File: config.mk
export PLATFORM = sky130hd
export DESIGN_NAME = sh_refresh_seq
export DESIGN_NICKNAME = d
export VERILOG_FILES = /design/src/rtl/sh_seq_pkg.sv /design/src/rtl/sh_tick_counter.sv /design/src/rtl/sh_phase_fsm.sv /design/src/rtl/sh_data_latch.sv /design/src/rtl/sh_refresh_seq.sv
export SDC_FILE = /design/constraint.sdc
export NUM_CORES = 1
export LEC_CHECK = 0
export ABC_AREA = 1
export CORE_AREA = 2 2 73 75
export DETAILED_ROUTE_END_ITERATION = 16
export DIE_AREA = 0 0 75 77
export DONT_BUFFER_PORTS = 1
export PLACE_DENSITY = 0.58
export SYNTH_ARGS = -nofsm -noshare
export SYNTH_HDL_FRONTEND = slang
export SYNTH_SLANG_ARGS = --single-unit
File: constraint.sdc
create_clock -name clk -period 1.63 [get_ports clk]
set_input_delay 0.326 -clock clk [delete_from_list [all_inputs] [get_ports clk]]
set_output_delay 0.326 -clock clk [all_outputs]
set_load 0.02 [all_outputs]
File: src/rtl/sh_seq_pkg.sv
package sh_seq_pkg;
    typedef enum logic [2:0] {
        PH_IDLE    = 3'd0,
        PH_SAMPLE  = 3'd1,
        PH_ISOLATE = 3'd2,
        PH_HOLD    = 3'd3,
        PH_REFRESH = 3'd4
    } sh_phase_e;
endpackage

File: src/rtl/sh_tick_counter.sv
// Down counter for phase timing; zero or one loaded means a single tick.
module sh_tick_counter #(
    parameter int CW = 8
) (
    input  logic          clk,
    input  logic          rst_n,
    input  logic          load,
    input  logic [CW-1:0] load_val,
    input  logic          dec,
    output logic          last
);
    localparam logic [CW-1:0] ONE = CW'(1);

    logic [CW-1:0] cnt;

    always_ff @(posedge clk) begin
        if (!rst_n) begin
            cnt <= '0;
        end else if (load) begin
            cnt <= load_val;
        end else if (dec && (cnt > ONE)) begin
            cnt <= cnt - ONE;
        end
    end

    assign last = (cnt <= ONE);
endmodule

File: src/rtl/sh_phase_fsm.sv
module sh_phase_fsm
    import sh_seq_pkg::*;
#(
    parameter int CW = 8
) (
    input  logic          clk,
    input  logic          rst_n,
    input  logic          mode_en,
    input  logic          tick,
    input  logic          last,
    input  logic [CW-1:0] sample_len,
    input  logic [CW-1:0] hold_len,
    input  logic [CW-1:0] refresh_len,
    output sh_phase_e     state,
    output logic          cnt_load,
    output logic [CW-1:0] cnt_val,
    output logic          charge_start,
    output logic          conv_en,
    output logic          sw_close
);
    sh_phase_e nxt;

    // state register
    always_ff @(posedge clk) begin
        if (!rst_n) state <= PH_IDLE;
        else        state <= nxt;
    end

    // next state and counter load
    always_comb begin
        nxt          = state;
        cnt_load     = 1'b0;
        cnt_val      = '0;
        charge_start = 1'b0;
        if (!mode_en) begin
            nxt = PH_IDLE;
        end else begin
            unique case (state)
                PH_IDLE: begin
                    nxt          = PH_SAMPLE;
                    cnt_load     = 1'b1;
                    cnt_val      = sample_len;
                    charge_start = 1'b1;
                end
                PH_SAMPLE, PH_REFRESH: begin
                    if (tick && last) nxt = PH_ISOLATE;
                end
                PH_ISOLATE: begin
                    if (tick) begin
                        nxt      = PH_HOLD;
                        cnt_load = 1'b1;
                        cnt_val  = hold_len;
                    end
                end
                PH_HOLD: begin
                    if (tick && last) begin
                        nxt          = PH_REFRESH;
                        cnt_load     = 1'b1;
                        cnt_val      = refresh_len;
                        charge_start = 1'b1;
                    end
                end
                default: nxt = PH_IDLE;
            endcase
        end
    end

    // outputs decoded from state
    always_comb begin
        unique case (state)
            PH_IDLE, PH_SAMPLE, PH_REFRESH: begin
                conv_en  = 1'b1;
                sw_close = 1'b1;
            end
            PH_ISOLATE: begin
                conv_en  = 1'b1;
                sw_close = 1'b0;
            end
            PH_HOLD: begin
                conv_en  = 1'b0;
                sw_close = 1'b0;
            end
            default: begin
                conv_en  = 1'b1;
                sw_close = 1'b1;
            end
        endcase
    end
endmodule

File: src/rtl/sh_data_latch.sv
// Pending write register plus the code presented to the converter.
module sh_data_latch #(
    parameter int DW = 12
) (
    input  logic          clk,
    input  logic          rst_n,
    input  logic          wr_valid,
    input  logic [DW-1:0] wr_data,
    input  logic          capture,
    output logic [DW-1:0] conv_data
);
    logic [DW-1:0] pending;

    always_ff @(posedge clk) begin
        if (!rst_n) begin
            pending   <= '0;
            conv_data <= '0;
        end else begin
            if (wr_valid) pending   <= wr_data;
            if (capture)  conv_data <= pending;
        end
    end
endmodule

File: src/rtl/sh_refresh_seq.sv
module sh_refresh_seq
    import sh_seq_pkg::*;
#(
    parameter int CW = 8,
    parameter int DW = 12
) (
    input  logic          clk,
    input  logic          rst_n,
    input  logic          mode_en,
    input  logic          tick,
    input  logic [CW-1:0] sample_len,
    input  logic [CW-1:0] hold_len,
    input  logic [CW-1:0] refresh_len,
    input  logic          wr_valid,
    input  logic [DW-1:0] wr_data,
    output logic          conv_en,
    output logic          sw_close,
    output logic [2:0]    phase,
    output logic [DW-1:0] conv_data
);
    sh_phase_e     state;
    logic          cnt_load;
    logic [CW-1:0] cnt_val;
    logic          last;
    logic          charge_start;
    logic          capture;

    sh_phase_fsm #(.CW(CW)) u_fsm (
        .clk          (clk),
        .rst_n        (rst_n),
        .mode_en      (mode_en),
        .tick         (tick),
        .last         (last),
        .sample_len   (sample_len),
        .hold_len     (hold_len),
        .refresh_len  (refresh_len),
        .state        (state),
        .cnt_load     (cnt_load),
        .cnt_val      (cnt_val),
        .charge_start (charge_start),
        .conv_en      (conv_en),
        .sw_close     (sw_close)
    );

    sh_tick_counter #(.CW(CW)) u_cnt (
        .clk      (clk),
        .rst_n    (rst_n),
        .load     (cnt_load),
        .load_val (cnt_val),
        .dec      (tick),
        .last     (last)
    );

    assign capture = (state == PH_IDLE) || charge_start;

    sh_data_latch #(.DW(DW)) u_data (
        .clk       (clk),
        .rst_n     (rst_n),
        .wr_valid  (wr_valid),
        .wr_data   (wr_data),
        .capture   (capture),
        .conv_data (conv_data)
    );

    assign phase = state;
endmodule

Word level (Yosys, flattened, before mapping)
Index checks and enable logic that the tools add are counted.
{"block": "classes", "n_addsub": 1, "eq_ne": 7, "n_reduce_logical": 9, "n_lt_le_gt_ge": 2, "n_mux": 18}
{"operator": "2-to-1 mux 8 bit", "n": 5}
{"operator": "case mux 8 bit (3 select lines)", "n": 1}
{"operator": "case mux 3 bit (4 select lines)", "n": 1}
{"operator": "2-to-1 mux 3 bit", "n": 3}
{"operator": "> comparator 8 x 1 -> 1 bit, second input constant", "n": 1}
{"operator": "less-or-equal comparator 8 x 1 -> 1 bit, second input constant", "n": 1}
{"operator": "subtractor 8 x 1 -> 8 bit, second input constant", "n": 1}
{"operator": "equality test 3 x 2 -> 1 bit, second input constant", "n": 2}
{"operator": "2-to-1 mux 1 bit", "n": 6}
{"operator": "!= test 2 x 1 -> 1 bit, second input constant", "n": 2}
{"operator": "OR reduction 2 bit", "n": 2}
{"operator": "equality test 3 x 1 -> 1 bit, second input constant", "n": 1}
{"operator": "equality test 3 bit, second input constant", "n": 1}
{"operator": "logical NOT 3 bit", "n": 1}
{"operator": "case mux 1 bit (3 select lines)", "n": 1}
{"operator": "AND reduction 3 bit", "n": 1}
{"operator": "logical AND 1 bit", "n": 2}
{"operator": "!= test 2 bit, second input constant", "n": 1}
{"operator": "case mux 1 bit (2 select lines)", "n": 1}
{"operator": "AND reduction 2 bit", "n": 1}
{"operator": "nonzero test 2 bit", "n": 1}
{"operator": "logical OR 1 bit", "n": 1}
{"block": "totals", "register_bits": 35, "word_cells": 41, "output_inout_bits": 17, "input_bits": 41}

Depth between registers and ports, before layout
{"block": "logic_depth", "word_depth": 6, "depth_mapped": 14, "depth_no_buf": 13}

Modules after synthesis
From an unflattened synthesis, not the netlist that was laid out.
{"block": "hier_totals", "hier_cells": 340, "hier_area_um2": 2138.3}
{"module": "sh_data_latch", "seq_area_each_um2": 480.5, "instances": 1, "area_each_um2": 1003.5, "cells_each": 150}
{"module": "sh_tick_counter", "seq_area_each_um2": 160.2, "instances": 1, "area_each_um2": 635.6, "cells_each": 95}
{"module": "sh_phase_fsm", "seq_area_each_um2": 60.1, "instances": 1, "area_each_um2": 480.5, "cells_each": 90}
{"module": "sh_refresh_seq", "seq_area_each_um2": 0.0, "instances": 1, "area_each_um2": 18.8, "cells_each": 5}

Worst setup path after synthesis
No wires, ideal clock.
{"block": "synth_path", "path_type": "register to register", "from": "register u_fsm.state[1]", "to": "register u_data.conv_data[11]", "path_slack_ps": -28, "required_time_ps": 1517, "path_buffers": 2, "setup_ps": 113, "period_less_slack_ps": 1658, "t_arrival_ps": 1545, "path_stages_with_launch": 12, "path_cell_list": "dfxtp_1 > buf_4 > nand2_2 > nor2_4 > nand3_4 > inv_2 > nand2_1 > nand2_2 > inv_2 > buf_6 > nor2_1 > nor2_1"}
{"block": "synth_between", "elab_chain_len": 4, "elab_cells_between_ends": 5, "classes_between": "1 x eq/ne; 2 x mux; 2 x reduce/logical"}
{"element": "start: declaration", "line": "sh_phase_fsm.sv:14", "source": "output sh_phase_e state,"}
{"element": "start signal: assignment", "line": "sh_phase_fsm.sv:26", "source": "else state <= nxt;"}
{"element": "equality test 3 x 2 -> 1 bit or logical NOT 3 bit (tied branches)", "line": "sh_phase_fsm.sv:38, sh_refresh_seq.sv:54"}
{"element": "case mux 1 bit (2 select lines)", "line": "sh_phase_fsm.sv:38", "source": "unique case (state)"}
{"element": "2-to-1 mux 1 bit", "line": "sh_phase_fsm.sv:35", "source": "if (!mode_en) begin"}
{"element": "logical OR 1 bit (*)", "line": "sh_refresh_seq.sv:54", "source": "assign capture = (state == PH_IDLE) || charge_start;"}
{"element": "end signal: assignment", "line": "sh_data_latch.sv:20", "source": "if (capture) conv_data <= pending;"}
{"element": "end: declaration", "line": "sh_data_latch.sv:10", "source": "output logic [DW-1:0] conv_data"}
Mark *: on every way between the ends. The rest lies on a longest branch, timed or not.
A chain may end at the register's enable or synchronous reset.

Worst setup path after layout
{"block": "layout_path", "from": "register u_cnt.cnt[0]", "to": "register u_cnt.cnt[0]"}
{"block": "layout_between", "elab_chain_len": 6, "elab_cells_between_ends": 14, "classes_between": "1 x add/sub; 2 x order compare; 8 x mux; 3 x reduce/logical"}
{"element": "start: declaration", "line": "sh_tick_counter.sv:14", "source": "logic [CW-1:0] cnt;"}
{"element": "start signal: assignment", "line": "sh_tick_counter.sv:20", "source": "cnt <= load_val;"}
{"element": "start signal: assignment", "line": "sh_tick_counter.sv:22", "source": "cnt <= cnt - ONE;"}
{"element": "less-or-equal comparator 8 x 1 -> 1 bit", "line": "sh_tick_counter.sv:26", "source": "assign last = (cnt <= ONE);"}
{"element": "logical AND 1 bit", "line": "sh_phase_fsm.sv:56", "source": "if (tick && last) begin"}
{"element": "2-to-1 mux 8 bit or 2-to-1 mux 1 bit (tied branches)", "line": "sh_phase_fsm.sv:56"}
{"element": "case mux 8 bit (3 select lines) or case mux 1 bit (3 select lines) (tied branches)", "line": "sh_phase_fsm.sv:38"}
{"element": "2-to-1 mux 8 bit or 2-to-1 mux 1 bit (tied branches)", "line": "sh_phase_fsm.sv:35"}
{"element": "2-to-1 mux 8 bit or nonzero test 2 bit (tied branches)"}
Several ways; a longest one is shown, not always the timed one. The select of a mux whose other input is x is not followed.

==> impl_metrics.tcl <==
set metrics [dict create \
    yosys_register_bits 35 \
    die_w_um 75 \
    yosysMostFrequentCell "nor2_1" \
    core_um2 4980 \
    postSynth.asyncResetShare_pct 0 \
    diodes 0 \
    yosys-top-cells-count "nor2_1, nand2_1, dfxtp_1" \
    p_sw_uw 757 \
    drive_gt1_share_pct 22.8 \
    setup_slack_ns 0.0530 \
    vias_per_cell 4.67 \
    overflow 0 \
    holdCritPathClass "in -> reg" \
    p_leak_nw 1.02 \
    clk_transition_reported_paths_ns 0.07 \
    place_ws_ns 0.0152 \
    crit_path_end_kind "register" \
    path_class "reg -> reg" \
    powerDensity_nw_per_um2 1020 \
    slew_headroom_pct 77.4 \
    whs_ns 0.175 \
    power_mw 2.30 \
    finalHoldViolCount 0 \
    syn-instance-count 281 \
    dr.pass1.iters 4 \
    fp-row-count 26 \
    grt.total_usage_pct 16.2 \
    yosys.area.top_type_share_pct 37.0 \
    ys_seq_area_share_pct 37.0 \
    cap_violations 0 \
    fmax_mhz 634 \
    cp_max_fo 5 \
    ir_drop_mv 0.547 \
    yosysWarnings 0 \
    die_area_um2 5780 \
    path_cells "inv_2 -> ha_4 -> inv_1 -> nand2_2 -> nand2_4 -> o21ai_0 -> buf_4 -> or2_2 -> nand3_1 -> a21oi_1" \
    grt_pass1_wl_mm 7.36 \
    drv_slew 0 \
    yosys_most_used_dff "dfxtp_1" \
    stdcell_count 368 \
    num_vias 1720 \
    cts_tree "done" \
    finalCritPeriodShare_pct 96.7 \
    pin_count 58 \
    h-tree-depth 2 \
    dp_cells 356 \
    fin_tns_setup_ns 0 \
    cts.sinks 35 \
    drc 0 \
    cp-start-kind "register" \
    portBuffers 0 \
    worst_slew_pin_slew_ns 0.339 \
    cp.required_ns 1.79 \
    fin_nets 340 \
    yosys.area.top_type "dfxtp_1" \
    grt_pass1_vias 1649 \
    synth_edf_count 0 \
    swShare_pct 32.9 \
    synth_nets 324 \
    synth.distinct_cells 27 \
    clk_latency_ns 0.28 \
    drt-initial-drc-count 96 \
    synthToLayoutAreaGrowth_pct 19.5 \
    synth_area_um2 1890 \
    min_period_ns 1.58 \
    routedWlPerCell_um 11.8 \
    initial_core_util_pct 38.0 \
    clock_path_buffers 2 \
    combinationalPowerShare_pct 26.5 \
    power_frac_seq_pct 45.1 \
    hpwl_mm 3.10 \
    grt_max_degree 30 \
    setup_viol 0 \
    fin_skew_ns 0.00657 \
    drt-total-wl_mm 4.34 \
    route.antenna.remaining_nets 0 \
    intPower_mw 1.54 \
    cp_slowest_stage_delay_ns 0.36 \
    slowest_stage "dfxtp_2" \
    rsz0062_at_grt "true" \
    die_h_um 77 \
    fillCellCount 522 \
    root_buffer "clkbuf_8" \
    syn_area_per_cell_um2 6.74 \
    outcome "finished, final reports clean" \
    cts_buffers 5 \
    cp.arrival_ns 1.74 \
    p_clk_share_pct 28.4 \
    finalWeightedCongestion 0.859 \
    yosys-top-cells-area "dfxtp_1, nor2_1, nand2_1" \
    antenna_found_initial 0 \
]
## final cells by class
type                       count  area, µm²  area share [%]
clock inverter                 2       16.3           0.719
tap                           70       87.6            3.87
timing repair buffer          21        170            7.52
clock buffer                   6       82.6            3.65
sequential                    35        707            31.2
multi-input combinational    207       1090            48.3
inverter                      27        106            4.70
## worst max-delay path, delay by kind of cell, from the launching register on
family | cells | cell delay [ns]
simple gates | 4 | 0.51
flops | 1 | 0.36
compound gates | 2 | 0.14
fa+ha+maj | 1 | 0.15
buf+inv | 3 | 0.29
## power by group through the flow
stage	Combinational, mW	Sequential [mW]	Clock (mW)
final	0.608	1.04	0.653
after global routing	0.699	1.05	0.715
after CTS	0.554	1.03	0.687
after detailed placement	0.547	1.05	0
after global placement	0.544	1.05	0
after floorplan	0.450	1.04	0
## sequential cells by signal (all words and copies together) (netlist names)
signal / count
u_data.pending: 12
u_fsm.state: 3
u_data.conv_data: 12
u_cnt.cnt: 8
## per-stage QoR
stage / utilization, % / instance area (µm²)
floorplan: - / 1900
global placement: 40.9 / 2040
detailed placement: 40.9 / 2040
CTS: 43.1 / 2140
global route: 45.5 / 2260
finish: 45.5 / 2260
## cells by family after synthesis
group	share of synthesized area (%)
and+or+nand+nor	37.4
AOI/OAI and AO/OA	12.5
buffers and inverters	9.45
DFF	37.0
xor gates and xnor gates	2.31
adders and majority gates	1.32
## cell usage in the layout (no fill, tap or decap), drive strengths merged
master / instances
nand4: 8
clkinv: 1
nor3: 2
dfxtp: 35
or2: 1
xnor2: 1
a21boi: 1
a21oi: 8
xor2: 4
nand3: 10
nor2: 70
inv: 27
o21ai: 34
ha: 2
clkinvlp: 1
buf: 21
nand2: 66
clkbuf: 6
## layer usage
| metal | global-route usage [%] | part of all wire [%] |
|---|---|---|
| met5 | 0 | 0 |
| met4 | 4.46 | 0.48 |
| met3 | 6.83 | 6.0 |
| met2 | 24.8 | 50 |
| met1 | 20.6 | 44 |
## final timing paths
| check | start | to | slack, ns | cells past startpoint |
|---|---|---|---|---|
| worst max-delay path | u_cnt.cnt[0]$_SDFFE_PN0P_ | u_cnt.cnt[0]$_SDFFE_PN0P_ | 0.05 | 10 |
| worst min-delay path | wr_data[4] | u_data.pending[4]$_SDFFE_PN0P_ | 0.17 | 2 |
| worst max register to register | u_cnt.cnt[0]$_SDFFE_PN0P_ | u_cnt.cnt[0]$_SDFFE_PN0P_ | 0.05 | 10 |
| worst min register to register | u_data.pending[3]$_SDFFE_PN0P_ | u_data.conv_data[3]$_SDFFE_PN0P_ | 0.48 | 2 |
## repair_timing
item	4_1_cts	5_1_grt
buffers inserted	0	3
hold buffers	0	0
gates resized for setup	2	26
setup endpoints to repair	1	22
gates cloned	0	1
pin swaps	0	8
Power figures use the tool's default switching activity.
